File: src/rtl/mii_tx_pkg.sv
`timescale 1ns/1ps
package mii_tx_pkg;

   localparam int NIB_W = 4;

   localparam logic [NIB_W-1:0] NIB_PREAMBLE = 4'h5;
   localparam logic [NIB_W-1:0] NIB_SFD      = 4'hD;
   localparam logic [NIB_W-1:0] NIB_IDLE     = 4'h0;

   typedef enum logic [1:0] {
      ST_IDLE,
      ST_PRE,
      ST_DATA,
      ST_FILL
   } seq_state_t;

endpackage

File: src/rtl/mii_tx_nibble_sel.sv
`timescale 1ns/1ps
module mii_tx_nibble_sel #(
   parameter int DATA_W = 8,
   localparam int NPW   = DATA_W / 4,
   localparam int IDX_W = (NPW > 1) ? $clog2(NPW) : 1
) (
   input  logic [DATA_W-1:0] word,
   input  logic [IDX_W-1:0]  idx,
   output logic [3:0]        nib
);

   generate
      if (NPW == 2) begin : g_pair
         assign nib = idx[0] ? word[7:4] : word[3:0];
      end else begin : g_wide
         logic [3:0] parts [NPW];
         for (genvar g = 0; g < NPW; g++) begin : g_part
            assign parts[g] = word[g*4 +: 4];
         end
         assign nib = parts[idx];
      end
   endgenerate

endmodule

File: src/rtl/mii_tx_gap_timer.sv
`timescale 1ns/1ps
module mii_tx_gap_timer #(
   parameter int IFG_CYCLES = 24
) (
   input  logic clk,
   input  logic rst_n,
   input  logic line_active,
   output logic gap_ok
);

   generate
      if (IFG_CYCLES == 1) begin : g_single
         assign gap_ok = !line_active;
      end else begin : g_count
         localparam int CNT_W = $clog2(IFG_CYCLES);
         localparam logic [CNT_W-1:0] SAT = CNT_W'(IFG_CYCLES - 1);
         logic [CNT_W-1:0] quiet_q;

         always_ff @(posedge clk) begin
            if (!rst_n) begin
               quiet_q <= SAT;
            end else if (line_active) begin
               quiet_q <= '0;
            end else if (quiet_q != SAT) begin
               quiet_q <= quiet_q + 1'b1;
            end
         end

         assign gap_ok = !line_active && (quiet_q == SAT);
      end
   endgenerate

endmodule

File: src/rtl/mii_tx_seq.sv
`timescale 1ns/1ps
module mii_tx_seq
   import mii_tx_pkg::*;
#(
   parameter int DATA_W   = 8,
   parameter int PRE_NIBS = 15
) (
   input  logic              clk,
   input  logic              rst_n,
   input  logic              gap_ok,
   input  logic [DATA_W-1:0] src_data,
   input  logic              src_valid,
   input  logic              src_last,
   input  logic              src_err,
   output logic              src_ready,
   output logic [3:0]        phy_nib,
   output logic              phy_en,
   output logic              phy_err
);

   localparam int NPW   = DATA_W / 4;
   localparam int IDX_W = (NPW > 1) ? $clog2(NPW) : 1;
   localparam int PRE_W = $clog2(PRE_NIBS + 1);
   localparam logic [IDX_W-1:0] LAST_IDX = IDX_W'(NPW - 1);
   localparam logic [PRE_W-1:0] PRE_LAST = PRE_W'(PRE_NIBS);

   seq_state_t        state_q;
   logic [PRE_W-1:0]  pre_q;
   logic [IDX_W-1:0]  idx_q;
   logic [3:0]        nib_q;
   logic              en_q;
   logic              er_q;
   logic              werr_q;
   logic [3:0]        cur_nib;
   logic              at_last;
   logic              word_err;

   mii_tx_nibble_sel #(.DATA_W(DATA_W)) u_sel (
      .word (src_data),
      .idx  (idx_q),
      .nib  (cur_nib)
   );

   assign at_last  = (idx_q == LAST_IDX);
   assign word_err = src_err | ((idx_q != '0) & werr_q);

   always_comb begin
      src_ready = (state_q == ST_DATA) && at_last && src_valid;
   end

   always_ff @(posedge clk) begin
      if (!rst_n) begin
         state_q <= ST_IDLE;
         pre_q   <= '0;
         idx_q   <= '0;
         nib_q   <= NIB_IDLE;
         en_q    <= 1'b0;
         er_q    <= 1'b0;
         werr_q  <= 1'b0;
      end else begin
         case (state_q)
            ST_IDLE: begin
               nib_q  <= NIB_IDLE;
               en_q   <= 1'b0;
               er_q   <= 1'b0;
               werr_q <= 1'b0;
               if (src_valid && gap_ok) begin
                  state_q <= ST_PRE;
                  nib_q   <= NIB_PREAMBLE;
                  en_q    <= 1'b1;
                  pre_q   <= PRE_W'(1);
               end
            end
            ST_PRE: begin
               er_q <= 1'b0;
               if (pre_q == PRE_LAST) begin
                  nib_q   <= NIB_SFD;
                  idx_q   <= '0;
                  state_q <= ST_DATA;
               end else begin
                  nib_q <= NIB_PREAMBLE;
                  pre_q <= pre_q + 1'b1;
               end
            end
            ST_DATA: begin
               if (src_valid) begin
                  nib_q  <= cur_nib;
                  er_q   <= word_err;
                  werr_q <= word_err;
                  if (at_last) begin
                     idx_q <= '0;
                     if (src_last) begin
                        state_q <= ST_IDLE;
                     end
                  end else begin
                     idx_q <= idx_q + 1'b1;
                  end
               end else begin
                  nib_q <= NIB_IDLE;
                  er_q  <= 1'b1;
                  if (at_last) begin
                     state_q <= ST_IDLE;
                  end else begin
                     state_q <= ST_FILL;
                     idx_q   <= idx_q + 1'b1;
                  end
               end
            end
            ST_FILL: begin
               nib_q <= NIB_IDLE;
               er_q  <= 1'b1;
               if (at_last) begin
                  state_q <= ST_IDLE;
               end else begin
                  idx_q <= idx_q + 1'b1;
               end
            end
            default: begin
               state_q <= ST_IDLE;
            end
         endcase
      end
   end

   assign phy_nib = nib_q;
   assign phy_en  = en_q;
   assign phy_err = er_q;

endmodule

File: src/rtl/mii_tx_framer.sv
`timescale 1ns/1ps
module mii_tx_framer #(
   parameter int DATA_W     = 8,
   parameter int PRE_NIBS   = 15,
   parameter int IFG_CYCLES = 24
) (
   input  logic              clk,
   input  logic              rst_n,
   input  logic [DATA_W-1:0] src_data,
   input  logic              src_valid,
   input  logic              src_last,
   input  logic              src_err,
   output logic              src_ready,
   output logic [3:0]        phy_nib,
   output logic              phy_en,
   output logic              phy_err
);

   generate
      if ((DATA_W % 4) != 0 || DATA_W < 8) begin : g_bad_width
         $error("DATA_W must be a multiple of 4 and at least 8");
      end
      if (PRE_NIBS < 1) begin : g_bad_pre
         $error("PRE_NIBS must be at least 1");
      end
      if (IFG_CYCLES < 1) begin : g_bad_ifg
         $error("IFG_CYCLES must be at least 1");
      end
   endgenerate

   logic gap_ok;

   mii_tx_gap_timer #(.IFG_CYCLES(IFG_CYCLES)) u_gap (
      .clk         (clk),
      .rst_n       (rst_n),
      .line_active (phy_en),
      .gap_ok      (gap_ok)
   );

   mii_tx_seq #(.DATA_W(DATA_W), .PRE_NIBS(PRE_NIBS)) u_seq (
      .clk       (clk),
      .rst_n     (rst_n),
      .gap_ok    (gap_ok),
      .src_data  (src_data),
      .src_valid (src_valid),
      .src_last  (src_last),
      .src_err   (src_err),
      .src_ready (src_ready),
      .phy_nib   (phy_nib),
      .phy_en    (phy_en),
      .phy_err   (phy_err)
   );

endmodule

File: config.mk
export PLATFORM = sky130hd
export DESIGN_NAME = mii_tx_framer
export DESIGN_NICKNAME = d
export VERILOG_FILES = /design/src/rtl/mii_tx_pkg.sv /design/src/rtl/mii_tx_nibble_sel.sv /design/src/rtl/mii_tx_gap_timer.sv /design/src/rtl/mii_tx_seq.sv /design/src/rtl/mii_tx_framer.sv
export SDC_FILE = /design/constraint.sdc
export NUM_CORES = 1
export LEC_CHECK = 0
export BUFFER_PORTS_ARGS = -buffer_cell sky130_fd_sc_hd__buf_2
export CORE_MARGIN = 5
export CORE_UTILIZATION = 46
export DETAILED_ROUTE_END_ITERATION = 6
export PLACE_DENSITY = 0.72
export SYNTH_ARGS = -nofsm -noshare
export SYNTH_HDL_FRONTEND = slang
export SYNTH_SLANG_ARGS = --single-unit
File: constraint.sdc
create_clock -name clk -period 1.3 [get_ports clk]
set_input_delay 0.26 -clock clk [delete_from_list [all_inputs] [get_ports clk]]
set_output_delay 0.26 -clock clk [all_outputs]
set_load 0.02 [all_outputs]
==> results of run 1 <==
==> worst max-delay path by stage <==
stage                             startpoint  cells after the start              to  slack (ps)
floorplan           u_gap.g_count.quiet_q[1]                      5  u_seq.pre_q[3]           1
global placement            u_seq.state_q[0]                      4  u_seq.pre_q[2]         -30
detailed placement  u_gap.g_count.quiet_q[1]                      5  u_seq.pre_q[2]         -70
CTS                         u_seq.state_q[0]                      5  u_seq.pre_q[2]        -140
global route                u_seq.state_q[0]                      5  u_seq.pre_q[3]        -250
finish                      u_seq.state_q[0]                      5  u_seq.pre_q[2]        -210
==> stage by stage <==
step                      total power [mW]  cells  hold WS, ps  setup TNS (ps)
after floorplan                       1.41    103          408               0
after global placement                1.80    162          484           -41.3
after detailed placement              1.83    162          501            -193
after CTS                             2.27    170          245            -385
after global routing                  2.52    173          264           -1090
final                                 2.37    173          241            -691
==> layout make-up <==
type,count,area [um^2],share of cell area (%)
clock buffer,4,26.3,1.97
timing repair buffer,43,298,22.4
multi-input combinational,77,567,42.6
tap,27,33.8,2.54
sequential,19,395,29.7
inverter,3,11.3,0.846
==> logic make-up (layout without fill, tap and decap cells) <==
family	count (synthesis)	in the layout	share of synthesized area (%)
buffers and inverters	7	50	3.18
xor gates and xnor gates	3	3	2.90
muxes	5	5	5.80
and+or+nand+nor	41	41	25.6
DFF	19	19	42.0
adders and majority gates	2	2	2.76
AOI/OAI and AO/OA	26	26	17.8
==> metal layers <==
layer | track usage (%) | wire length, um
met1 | 19.7 | 1040
met2 | 34.9 | 1320
met3 | 3.54 | 187
met4 | 8.30 | 48
met5 | 0 | 0
==> tightest hold or removal path: cells and delay by family <==
kind / cells / cell delay (ps)
compound gates: 2 / 160
buf+inv: 1 / 90
==> cells in the mapped netlist (all sizes together), types with 3 or more instances <==
cell	instances
dfxtp	19
nor2	12
o21ai	10
a21oi	8
nand2	6
nand3	5
inv	3
mux2i	3
nand2b	3
==> sequential cells by signal, indices dropped and copies added (netlist names) <==
signal                 flops
u_seq.phy_en               1
u_seq.phy_nib              4
u_seq.phy_err              1
u_seq.at_last              1
u_seq.werr_q               1
u_seq.pre_q                4
u_gap.g_count.quiet_q      5
u_seq.state_q              2
==> power groups by stage <==
stage	Sequential, mW	Clock, mW	Combinational (mW)
after floorplan	0.905	0	0.502
after global placement	0.854	0	0.942
after detailed placement	0.866	0	0.968
after CTS	0.858	0.298	1.11
after global routing	0.877	0.331	1.31
final	0.861	0.297	1.22
==> timing repair <==
action | CTS | global route
cloned | 0 | 0
endpoints found under the hold margin | 0 | 0
buffers inserted | 4 | 3
gates resized for setup | 17 | 9
setup endpoints to repair | 9 | 13
pin swaps | 3 | 5
==> metrics.cfg, run 1 <==
[status]
status = finished with violations
violations = negative setup slack

[worst_hold_path]
hold_start = src_err
min_to = u_seq.phy_err
min-delay-path-class = in -> reg
hold-path-cell-count = 3

[synth]
synth_edf_count = 0
syn_area_per_cell_um2 = 8.79
synth_cells = 103
syn-num-nets = 118
syn_area_um2 = 906
synth_area_leaders = dfxtp_1 (42%), o21ai_0 (5.5%), nor2_1 (5.0%), a21oi_1 (4.4%), mux2i_1 (3.3%)
synthArstFlopShare_pct = 0
ys_seq_area_share_pct = 42.0
yosysTopAreaCellShare_pct = 42.0
synthFlopType = dfxtp_1
synth_top_area_cell = dfxtp_1
synth_seq_cells = 19
ys_warn_count = 0
ys_types = 33

[final_layout]
layout_commonest_cell = buf_4
layout-drive-gt1-share_pct = 49.3
fin_util_pct = 69.3
layout_common_cells = buf_4 (22), buf_2 (18), nor2_1 (11), dfxtp_1 (11), o21ai_0 (9)
area_delta_synth_final_pct = 47.0
final_area_um2 = 1330
fillers = 158
n_antenna_cell = 0
nets = 162

[sta]
setup_viol = 5
rsz0062_at_grt = yes
setup_ws_ps = -208
worst_pin_slew_ps = 324
finalCritPeriodShare_pct = 116
fmax_ghz = 0.663
max_slew_margin_pct = 78.3
slew_violations = 0
fin_crit_ps = 1510
clock_skew_ps = 5.69
hold_viol = 0

[detailed_routing]
avgViaCountPerCell = 5.46
ant_nets = 0
dr.first_iter.drc_count = 30
wire_per_inst_um = 15.0
drc = 0
dr_total_vias = 945
first_pass_iters = 4
totalWireLength_um = 2590

[clocking]
path_clk_slew_ps = 110
numCtsBuffers = 3
cts_buffer_depth = 2
ctsHoldBuffers = 0
cts_root_buf = clkbuf_4
h-tree-depth = 1
clock_latency_ps = 290
cts_tree = yes
cts.sinks = 19

[power_and_ir_drop]
p_int_mw = 1.52
pwr-share-comb_pct = 51.2
power_frac_seq_pct = 36.3
power.switching_mw = 0.852
power_frac_clock_pct = 12.5
pwr_density_cell_nw_per_um2 = 1780
p_sw_share_pct = 35.9
peakVddDrop_uv = 1220
p_leak_nw = 0.571

[floorplanning]
die-area_um2 = 2960
die_w_um = 54.4
start_util_pct = 47.1
io_pins = 20
rows = 16
die_height_um = 54.4
coreArea_um2 = 1920

[worst_setup_path]
crit_fanout = 5
path_cells = buf_12, nor4b_4, a32oi_2, or3_1, a21oi_2
start_kind = flop
critPathCaptureType = flop
cp.required_ps = 1530
r2r-end = u_seq.pre_q[2]
critPathSlowestCell = dfxtp_4
path_delay_family = simple AND/OR/NAND/NOR gates
critPathMaxStageDelay_ps = 370
cp_num_buf_inv = 1
arrival_ps = 1740
path_class = reg -> reg
ff2ff_setup_slack_ps = -210
reg2regPathDepth = 5
rr_startpoint = u_seq.state_q[0]

[placement]
place_ws_ps = -65.3
gp_congestion = 0.760
port_buffers = 19
post_dp_cell_area_um2 = 1160
hpwlAfterDp_um = 1660

[global_routing]
antenna_found_initial = 0
grt_pass1_vias = 943
grt_max_degree = 15
grt_pass1_wl_um = 3970
overflow = 0
grt_use_total_pct = 18.6

[job]
maxCapViolations = 0

Power figures use the tool's default switching activity.
==> run 2, diff against run 1 <==
--- a/config.mk
+++ b/config.mk
@@ -7,9 +7,8 @@
 export LEC_CHECK = 0
 export BUFFER_PORTS_ARGS = -buffer_cell sky130_fd_sc_hd__buf_2
 export CORE_MARGIN = 5
-export CORE_UTILIZATION = 46
+export CORE_UTILIZATION = 35
 export DETAILED_ROUTE_END_ITERATION = 6
-export PLACE_DENSITY = 0.72
 export SYNTH_ARGS = -nofsm -noshare
 export SYNTH_HDL_FRONTEND = slang
 export SYNTH_SLANG_ARGS = --single-unit
==> metrics.cfg, run 2 (synthesis results as in run 1) <==
[status]
violations = negative setup slack
status = finished with violations

[floorplanning]
io_pins = 20  ; unchanged
die-area_um2 = 3710  ; +25%
coreArea_um2 = 2480  ; +29%
die_height_um = 60.9  ; +12%
start_util_pct = 36.6  ; -11 points
rows = 18  ; +2
die_w_um = 60.9  ; +12%

[clocking]
cts.sinks = 19  ; unchanged
numCtsBuffers = 3  ; unchanged
h-tree-depth = 1  ; unchanged
cts_tree = yes
clock_latency_ps = 290  ; about the same
cts_buffer_depth = 2  ; unchanged
cts_root_buf = clkbuf_4
path_clk_slew_ps = 100  ; about the same

[global_routing]
grt_pass1_wl_um = 3770  ; -5.0%
grt_pass1_vias = 894  ; -5.2%
grt_max_degree = 15  ; unchanged
antenna_found_initial = 0  ; unchanged
grt_use_total_pct = 13.7  ; -4.9 points
overflow = 0  ; unchanged

[sta]
fin_crit_ps = 1430  ; -74.7 ps
worst_pin_slew_ps = 356  ; +32.9 ps
hold_ws_ps = 252  ; +11.4 ps
finalCritPeriodShare_pct = 110  ; -5.7 points
max_slew_margin_pct = 76.1  ; -2.2 points
setup_ws_ps = -133  ; +74.7 ps
slew_violations = 0  ; unchanged
fmax_ghz = 0.698  ; +5.2%
rsz0062_at_grt = yes
clock_skew_ps = 2.15  ; -3.54 ps
hold_viol = 0  ; unchanged
setup_viol = 3  ; -2

[detailed_routing]
ant_nets = 0  ; unchanged
totalWireLength_um = 2270  ; -12%
avgViaCountPerCell = 5.06  ; -7.3%
drc = 0  ; unchanged
dr_total_vias = 906  ; -4.1%
wire_per_inst_um = 12.7  ; -15%
dr.first_iter.drc_count = 13  ; -57%
first_pass_iters = 4  ; unchanged

[worst_setup_path]
ff2ff_setup_slack_ps = -110  ; +100 ps
startpoint = u_seq.state_q[0]
critPathCaptureType = primary output
rr_startpoint = u_seq.state_q[0]
r2r-end = u_seq.pre_q[3]
reg2regPathDepth = 5  ; unchanged
crit_fanout = 2  ; -3
path_class = reg -> out
start_kind = flop
arrival_ps = 1170  ; -570 ps
cp.required_ps = 1040  ; -490 ps

[power_and_ir_drop]
p_leak_nw = 0.584  ; +2.2%
pwr_density_cell_nw_per_um2 = 1720  ; -3.3%
report.power.total_mw = 2.32  ; -2.3%
peakVddDrop_uv = 1160  ; -4.9%

[final_layout]
area_delta_synth_final_pct = 48.6
layout_common_cells = buf_4 (26), buf_2 (17), dfxtp_1 (12)
n_antenna_cell = 0  ; unchanged
fillers = 231  ; +46%
layout-drive-gt1-share_pct = 48.3  ; -0.99 points
largest_reg_flops = 5  ; unchanged
nets = 165  ; +1.9%
largest_register = u_gap.g_count.quiet_q
stdcell_count = 179  ; +3.5%
final_area_um2 = 1350  ; +1.1%
layout_commonest_cell = buf_4

[placement]
port_buffers = 19  ; unchanged
dp_cells = 168  ; +3.7%
hpwlAfterDp_um = 1660  ; -0.49%
gp_congestion = 0.868  ; +14%
place_ws_ps = -60.6  ; +4.64 ps
post_dp_cell_area_um2 = 1190  ; +2.3%

[job]
maxCapViolations = 0  ; unchanged

[worst_hold_path]
hold_start = src_err
min_to = u_seq.phy_err
hold-path-cell-count = 3  ; unchanged
min-delay-path-class = in -> reg

[run 2: per-layer routing]
| layer | vias up | GRT usage (%) | share of wire (%) |
|---|---|---|---|
| li1 | 465 | - | - |
| met1 | 421 | 15.7 | 43 |
| met2 | 16 | 23.4 | 49 |
| met3 | 4 | 4.26 | 5.3 |
| met4 | 0 | 5.57 | 1.9 |
| met5 | - | 0 | 0 |
[run 2: how the worst max path moves through the flow]
stage	end	slack, ps	depth (start not counted)
2_1_floorplan	u_seq.pre_q[3]	1	5
3_3_place_gp	u_seq.pre_q[2]	-30	4
3_5_place_dp	u_seq.state_q[0]	-60	5
4_1_cts	u_seq.pre_q[2]	-130	5
5_1_grt	src_ready	-180	4
6_report	src_ready	-130	4
[run 2: layout make-up]
type / instances / area [um^2] / area share, %
Clock buffer: 4 / 26.3 / 1.95
Tap cell: 30 / 37.5 / 2.79
Timing Repair Buffer: 46 / 314 / 23.3
Multi-Input combinational cell: 77 / 561 / 41.6
Sequential cell: 19 / 397 / 29.5
Inverter: 3 / 11.3 / 0.836
[run 2: power breakdown]
part | leakage [nW] | internal [mW] | switching (mW)
Combinational | 0.411 | 0.657 | 0.525
Clock | 0.0150 | 0.119 | 0.173
Sequential | 0.158 | 0.736 | 0.109
[run 2: per-stage QoR]
stage	TNS, ps	util (%)
detailed placement	-306	47.9
floorplan	0	-
global route	-1000	54.3
finish	-341	54.3
global placement	-44.3	47.9
CTS	-370	52.5
[run 2: worst max-delay path: stages (launching register included)]
cell and delay, ps:
dfxtp_4 360, buf_4 130, nand2b_4 150, nor2_4 120, buf_6 120
[run 2: timing repair]
item / CTS / global route
gates resized for setup: 18 / 7
setup endpoints to repair: 9 / 12
pin swaps: 3 / 7
buffers inserted: 4 / 3
hold buffers: 0 / 0
